## src/rtl/dptr_pkg.sv

```systemverilog
package dptr_pkg;
  localparam int unsigned PTR_W  = 16;
  localparam int unsigned CTL_W  = 8;
  localparam int unsigned EN_BIT = 3;
  localparam int unsigned DIR_LSB = 4;

  localparam logic [2:0] ACC_NONE = 3'd0;
  localparam logic [2:0] ACC_CODE = 3'd1;
  localparam logic [2:0] ACC_XRD  = 3'd2;
  localparam logic [2:0] ACC_XWR  = 3'd3;

  function automatic logic acc_triggers(input logic [2:0] cls);
    return (cls == ACC_CODE) || (cls == ACC_XRD) || (cls == ACC_XWR);
  endfunction
endpackage

```

## src/rtl/dptr_rst_sync.sv

```systemverilog
module dptr_rst_sync (
  input  logic clk,
  input  logic rst_n,
  output logic rst_sync_n
);
  logic [1:0] stg_q;

  always_ff @(posedge clk or negedge rst_n) begin
    if (!rst_n) stg_q <= 2'b00;
    else        stg_q <= {stg_q[0], 1'b1};
  end

  assign rst_sync_n = stg_q[1];
endmodule

```

## src/rtl/dptr_ctl.sv

```systemverilog
module dptr_ctl
  import dptr_pkg::*;
#(
  parameter int unsigned NUM_PTR = 2
) (
  input  logic               clk,
  input  logic               rst_n,
  input  logic               we,
  input  logic [CTL_W-1:0]   wdata,
  output logic [CTL_W-1:0]   q,
  output logic               auto_on,
  output logic [NUM_PTR-1:0] dir_dn
);
  localparam logic [CTL_W-1:0] DIR_MASK = CTL_W'(((1 << NUM_PTR) - 1) << DIR_LSB);
  localparam logic [CTL_W-1:0] WR_MASK  = DIR_MASK | CTL_W'(1 << EN_BIT);

  logic [CTL_W-1:0] nxt;

  always_comb begin
    nxt = wdata & WR_MASK;
  end

  always_ff @(posedge clk or negedge rst_n) begin
    if (!rst_n)  q <= '0;
    else if (we) q <= nxt;
  end

  assign auto_on = q[EN_BIT];
  assign dir_dn  = q[DIR_LSB +: NUM_PTR];
endmodule

```

## src/rtl/dptr_slot.sv

```systemverilog
module dptr_slot #(
  parameter int unsigned PW = 16
) (
  input  logic          clk,
  input  logic          rst_n,
  input  logic          hit,
  input  logic          ld_en,
  input  logic [PW-1:0] ld_data,
  input  logic          bw_en,
  input  logic          bw_hi,
  input  logic [7:0]    bw_data,
  input  logic          inc_en,
  input  logic          auto_go,
  input  logic          dir_dn,
  output logic [PW-1:0] q
);
  localparam logic [PW-1:0] ONE = PW'(1);

  logic [PW-1:0] nxt;
  logic          upd;

  always_comb begin
    nxt = q;
    upd = 1'b0;
    if (hit) begin
      if (ld_en) begin
        nxt = ld_data;
        upd = 1'b1;
      end else if (bw_en) begin
        upd = 1'b1;
        if (bw_hi) nxt[PW-1:8] = bw_data;
        else       nxt[7:0]    = bw_data;
      end else if (inc_en) begin
        nxt = q + ONE;
        upd = 1'b1;
      end else if (auto_go) begin
        nxt = dir_dn ? (q - ONE) : (q + ONE);
        upd = 1'b1;
      end
    end
  end

  always_ff @(posedge clk or negedge rst_n) begin
    if (!rst_n)   q <= '0;
    else if (upd) q <= nxt;
  end
endmodule

```

## src/rtl/dptr_unit.sv

```systemverilog
module dptr_unit
  import dptr_pkg::*;
#(
  parameter int unsigned NUM_PTR = 2,
  parameter int unsigned PW      = PTR_W,
  localparam int unsigned SW     = (NUM_PTR > 1) ? $clog2(NUM_PTR) : 1
) (
  input  logic             clk,
  input  logic             rst_n,
  input  logic [2:0]       acc_cls,
  input  logic [SW-1:0]    ptr_sel,
  input  logic             ctl_we,
  input  logic [CTL_W-1:0] ctl_wdata,
  input  logic             ld_en,
  input  logic [PW-1:0]    ld_data,
  input  logic             bw_en,
  input  logic             bw_hi,
  input  logic [7:0]       bw_data,
  input  logic             inc_en,
  output logic [PW-1:0]    addr,
  output logic [7:0]       rd_byte,
  output logic [CTL_W-1:0] ctl_q
);
  logic                         rst_sync_n;
  logic                         auto_on;
  logic [NUM_PTR-1:0]           dir_dn;
  logic                         auto_go;
  logic [NUM_PTR-1:0][PW-1:0]   ptrs;

  dptr_rst_sync u_rst (
    .clk        (clk),
    .rst_n      (rst_n),
    .rst_sync_n (rst_sync_n)
  );

  dptr_ctl #(.NUM_PTR(NUM_PTR)) u_ctl (
    .clk     (clk),
    .rst_n   (rst_sync_n),
    .we      (ctl_we),
    .wdata   (ctl_wdata),
    .q       (ctl_q),
    .auto_on (auto_on),
    .dir_dn  (dir_dn)
  );

  assign auto_go = auto_on && acc_triggers(acc_cls);

  for (genvar i = 0; i < NUM_PTR; i++) begin : g_slot
    dptr_slot #(.PW(PW)) u_slot (
      .clk     (clk),
      .rst_n   (rst_sync_n),
      .hit     (ptr_sel == SW'(i)),
      .ld_en   (ld_en),
      .ld_data (ld_data),
      .bw_en   (bw_en),
      .bw_hi   (bw_hi),
      .bw_data (bw_data),
      .inc_en  (inc_en),
      .auto_go (auto_go),
      .dir_dn  (dir_dn[i]),
      .q       (ptrs[i])
    );
  end

  always_comb begin
    addr = '0;
    for (int k = 0; k < NUM_PTR; k++) begin
      if (ptr_sel == SW'(k)) addr = ptrs[k];
    end
  end

  assign rd_byte = bw_hi ? addr[PW-1:8] : addr[7:0];
endmodule

```

## config.mk

```make
export PLATFORM = sky130hd
export DESIGN_NAME = dptr_unit
export DESIGN_NICKNAME = d
export VERILOG_FILES = /design/src/rtl/dptr_pkg.sv /design/src/rtl/dptr_rst_sync.sv /design/src/rtl/dptr_ctl.sv /design/src/rtl/dptr_slot.sv /design/src/rtl/dptr_unit.sv
export SDC_FILE = /design/constraint.sdc
export NUM_CORES = 1
export LEC_CHECK = 0
export BUFFER_PORTS_ARGS = -buffer_cell sky130_fd_sc_hd__clkbuf_2
export CORE_MARGIN = 2
export CORE_UTILIZATION = 55
export CTS_CLUSTER_DIAMETER = 150
export DETAILED_ROUTE_END_ITERATION = 7
export PLACE_DENSITY = 0.8
export SYNTH_ARGS = -nofsm -noshare
export SYNTH_HDL_FRONTEND = slang
export SYNTH_HIERARCHICAL = 1
export SYNTH_SLANG_ARGS = --single-unit
```

## constraint.sdc

```tcl
create_clock -name clk -period 2.5 [get_ports clk]
set_input_delay 0.25 -clock clk [delete_from_list [all_inputs] [get_ports clk]]
set_output_delay 0.25 -clock clk [all_outputs]
set_load 0.01 [all_outputs]
```

==> results by stage <==
Synthesis:
- Yosys mapped a number of flops with a built-in enable equal to 0.
- The number of warnings reported in the yosys synthesis log is 6.
- Counting flops and latches in the post-synthesis netlist gives 37.
- The most common cell in the synthesized netlist is sky130_fd_sc_hd__dfrtp_1.
- In this run the biggest area consumer among cell types represents about a quarter of the synthesized area.
- Yosys attributes the largest share of cell area to sky130_fd_sc_hd__dfrtp_1, sky130_fd_sc_hd__mux2_2, sky130_fd_sc_hd__mux4_1.
- The mapped cell area is ~3600 µm².
- The cell accounting for the most synthesized area is sky130_fd_sc_hd__dfrtp_1.
- Synthesis produced 419 cells.
- The async set-reset flop share out of synthesis is between 90% and 100%.
- The number of unique standard cell types used by synthesis is 57.
- The synthesized area per cell is 8.55 µm².
- By count the netlist is led by sky130_fd_sc_hd__dfrtp_1, sky130_fd_sc_hd__nor2_1, sky130_fd_sc_hd__a21oi_1, sky130_fd_sc_hd__o21ai_0, sky130_fd_sc_hd__mux2_2.
- The share of the yosys chip area belonging to registers is around a quarter.
- For this run, the leading register cell type out of synthesis is sky130_fd_sc_hd__dfrtp_1.

Placement:
- Summed over all nets, the half-perimeter wirelength after detailed placement is between 8000 and 9000 µm.
- The weighted congestion reported at the end of routability-driven placement is roughly 0.93.
- Buffers placed on the I/O ports in this run total 64.

Timing:
- Setup repair after global routing left no endpoint under its margin.
- The count of final max-slew check failures is 0.
- The final hold violation count is 0.
- The final number of setup-violating endpoints is 0.
- The final critical delay including setup and external delays is 2.01 ns.
- The worst-case headroom to the max-slew limit is 50.0%.
- Static timing analysis puts the maximum clock frequency at about 500 MHz.
- The clock arrives with between 0.004 and 0.005 ns of skew.
- The sum of negative setup slack is 0 ns.
- The slew at the pin closest to its max-slew limit is approximately 0.74 ns.
- In the finished design, the share of the clock period the worst path needs comes to between 80% and 90%.

Die:
- The y dimension of the die is roughly 85 µm.
- The die is about 85 µm wide.
- The floorplan step defined a core boundary enclosing approximately 6300 µm².
- The effective utilization at floorplan is a little under three fifths.
- The total I/O pin count is 75.
- The die outline area is 7170 µm².
- The number of rows in the core area is 29.

Routing:
- The average vias per placed instance is around 7.
- For this run, design rule violations remaining after detail routing come to 0.
- In this run the remaining antenna-violating nets after routing total 0.
- In the final routed layout, each cell accounts on average for about 22 µm.
- The first detailed-routing pass ran for 8 iterations.
- The sum of routed wire length over all layers is 12000 µm.
- Detailed routing inserted a total of approximately 4000 vias.
- The DRC violation total after the first TritonRoute iteration is between 600 and 700.

Final layout:
- In the final layout, the share of cells above drive strength 1 is 25.2%.
- Once layout is complete, the utilization of the core stands at a little over three fifths.
- Compared with the post-synthesis result, the final layout area differs by 10.9%.
- After filler insertion, the fill cell instance count of the layout stands at about 550.
- The antenna diode count is 0.
- For this run, the post-layout net count is 515.

Critical path:
- The critical path class is reg2reg.
- STA puts the critical path data arrival time at about 2.2 ns.
- The delay contributed by the slowest stage of the critical path is ~0.53 ns.
- The slowest cell on the critical path is sky130_fd_sc_hd__dfrtp_1.
- The endpoint type of the worst setup path is a register.
- The sort of element at the start of the critical path is a register.
- In this run the worst path has a maximum fanout of 12.
- The startpoint identified for the worst register-to-register timing path is g_slot[1].u_slot/q[4].
- Data on the critical path is required at its endpoint by 2.69 ns.
- The start point of the critical path is g_slot[1].u_slot/q[4].
- The signal on the critical path passes through nor3_1 > nand3_1 > nor4b_2 > nor2_1 > a311o_1.

Clock network:
- The clock tree buffer depth is 2.
- After clock tree synthesis, the clock-pin slew on the worst setup and hold paths is 0.08 ns.
- The master cell of the clock root buffer is sky130_fd_sc_hd__clkbuf_8.
- TritonCTS built the clock tree.
- The number of clock buffers inserted by TritonCTS is 5.
- The latest clock arrival within the worst-skew pair is 0.30 ns.
- For this design, the sink count on the clock tree is 37.
- The post-cts repair resize count is 0.
- The H-tree was split into 2 levels.

Global route:
- The number of antenna violations at the first check in global routing is 0.
- Global routing consumed, over all layers together, 33.8% of the routing resources.
- The via count of the first global-routing pass is between 3000 and 4000.
- The total overflow left after global routing is 0.
- Entering global routing, the biggest net connects 36 pins.
- The global-route wire length before repair is between 15000 and 20000 µm.

Outcome:
- The flow ran to the end, and the final reports show no timing, DRC or antenna violations.

Pwr:
- In this run the power density over the cells is roughly 560 nW/µm².
- The static leakage is 1.70 nW.
- The highest ir drop seen on vdd is about 0.00034 V.

Job:
- The number of maximum-capacitance constraint violations is 0.

Worst hold path:
- The startpoint identified for the worst hold timing path is ctl_wdata[5].
- The worst hold path belongs to the class in2reg.
-- registers in the layout (all words and copies together) (netlist names) --
signal,flops
u_rst/stg_q,2
u_ctl/q,3
g_slot.u_slot/q,32
-- cell type report --
type                            instances  area, µm²  area share, %
Tap cell                               77       96.3           2.43
Inverter                               19       71.3           1.80
Multi-Input combinational cell        329       2380           59.9
Sequential cell                        37        926           23.3
Clock buffer                            7       86.3           2.17
Timing Repair Buffer                   76        413           10.4
-- per-layer routing --
layer,GRT usage (%),vias up,share of wire (%)
met4,10.5,0,3.0
li1,-,1721,-
met1,46.8,1801,41
met5,0,-,0
met2,52.5,331,43
met3,7.87,42,13
-- worst max-delay path: cells and delay by family (launching register included) --
family             cells  cell delay, ns
DFF                    1            0.53
and+or+nand+nor        4            1.01
AOI/OAI and AO/OA      1            0.35
-- what timing repair did --
action | in CTS | in global routing
setup buffers | 0 | 0
endpoints found under the hold margin | 2 | 0
hold buffers | 1 | 0
-- stage by stage --
| stage | power [W] | worst slack, ns | hold WS [ns] | std cells | area [µm²] |
|---|---|---|---|---|---|
| 6_report | 0.00223 | 0.492 | 0.177 | 545 | 3970 |
| 5_1_grt | 0.00233 | 0.329 | 0.179 | 545 | 3970 |
| 4_1_cts | 0.00220 | 0.536 | 0.173 | 545 | 3970 |
| 3_5_place_dp | 0.00175 | 0.537 | 0.0408 | 537 | 3880 |
| 3_3_place_gp | 0.00172 | 0.572 | 0.0366 | 537 | 3880 |
| 2_1_floorplan | 0.00144 | 0.721 | -0.0456 | 423 | 3600 |
-- cell usage in the layout, fill, tap and decap left out, types with 6 or more instances in the layout --
| cell type | n |
|---|---|
| sky130_fd_sc_hd__nor4_1 | 6 |
| sky130_fd_sc_hd__inv_1 | 17 |
| sky130_fd_sc_hd__o22ai_1 | 14 |
| sky130_fd_sc_hd__mux4_1 | 6 |
| sky130_fd_sc_hd__mux2i_1 | 6 |
| sky130_fd_sc_hd__o21ai_1 | 12 |
| sky130_fd_sc_hd__mux2_2 | 19 |
| sky130_fd_sc_hd__conb_1 | 6 |
| sky130_fd_sc_hd__nor2b_1 | 6 |
| sky130_fd_sc_hd__o21a_1 | 6 |
| sky130_fd_sc_hd__and3_1 | 14 |
| sky130_fd_sc_hd__a21oi_1 | 24 |
| sky130_fd_sc_hd__buf_4 | 11 |
| sky130_fd_sc_hd__a211oi_1 | 6 |
| sky130_fd_sc_hd__nor3_1 | 18 |
| sky130_fd_sc_hd__dfrtp_1 | 37 |
| sky130_fd_sc_hd__or3_1 | 6 |
| sky130_fd_sc_hd__o31a_1 | 8 |
| sky130_fd_sc_hd__a221oi_1 | 6 |
| sky130_fd_sc_hd__clkbuf_2 | 64 |
| sky130_fd_sc_hd__o2bb2ai_1 | 12 |
| sky130_fd_sc_hd__a32oi_1 | 6 |
| sky130_fd_sc_hd__a22oi_1 | 10 |
| sky130_fd_sc_hd__nand4_1 | 6 |
| sky130_fd_sc_hd__clkbuf_8 | 6 |
| sky130_fd_sc_hd__o21ai_0 | 24 |
| sky130_fd_sc_hd__nand2_1 | 14 |
| sky130_fd_sc_hd__nor2_1 | 33 |
| sky130_fd_sc_hd__nand3_1 | 8 |
-- power breakdown --
part	total, W	switching [W]	internal [W]	leakage (nW)
clock	0.000454	0.000235	0.000219	0.0443
sequential	0.000933	0.000242	0.000691	0.449
combinational	0.000839	0.000457	0.000382	1.21
-- path summary, 6_finish.rpt --
path                            cells after the start  slack, ns                      to
min in group asynchronous                           2       0.26          u_rst/stg_q[0]
worst max-delay path                                5       0.49  g_slot[1].u_slot/q[13]
worst min register to register                      1       0.30   g_slot[0].u_slot/q[0]
worst min-delay path                                2       0.18              u_ctl/q[5]
max in group asynchronous                           1       1.83   g_slot[0].u_slot/q[5]
worst max register to register                      5       0.49  g_slot[1].u_slot/q[13]
-- cells by family (layout without fill, tap and decap cells) --
family	count (synthesis)	in the layout	synth area share, %
simple gates	132	132	21.0
fa+ha+maj	4	4	1.40
other cells	2	6	0.210
xor+xnor	6	6	1.47
flops	37	37	25.9
mux	33	33	13.3
compound gates	148	148	28.7
buf+inv	57	102	8.11
No activity file was read; power rests on OpenSTA's default activity.
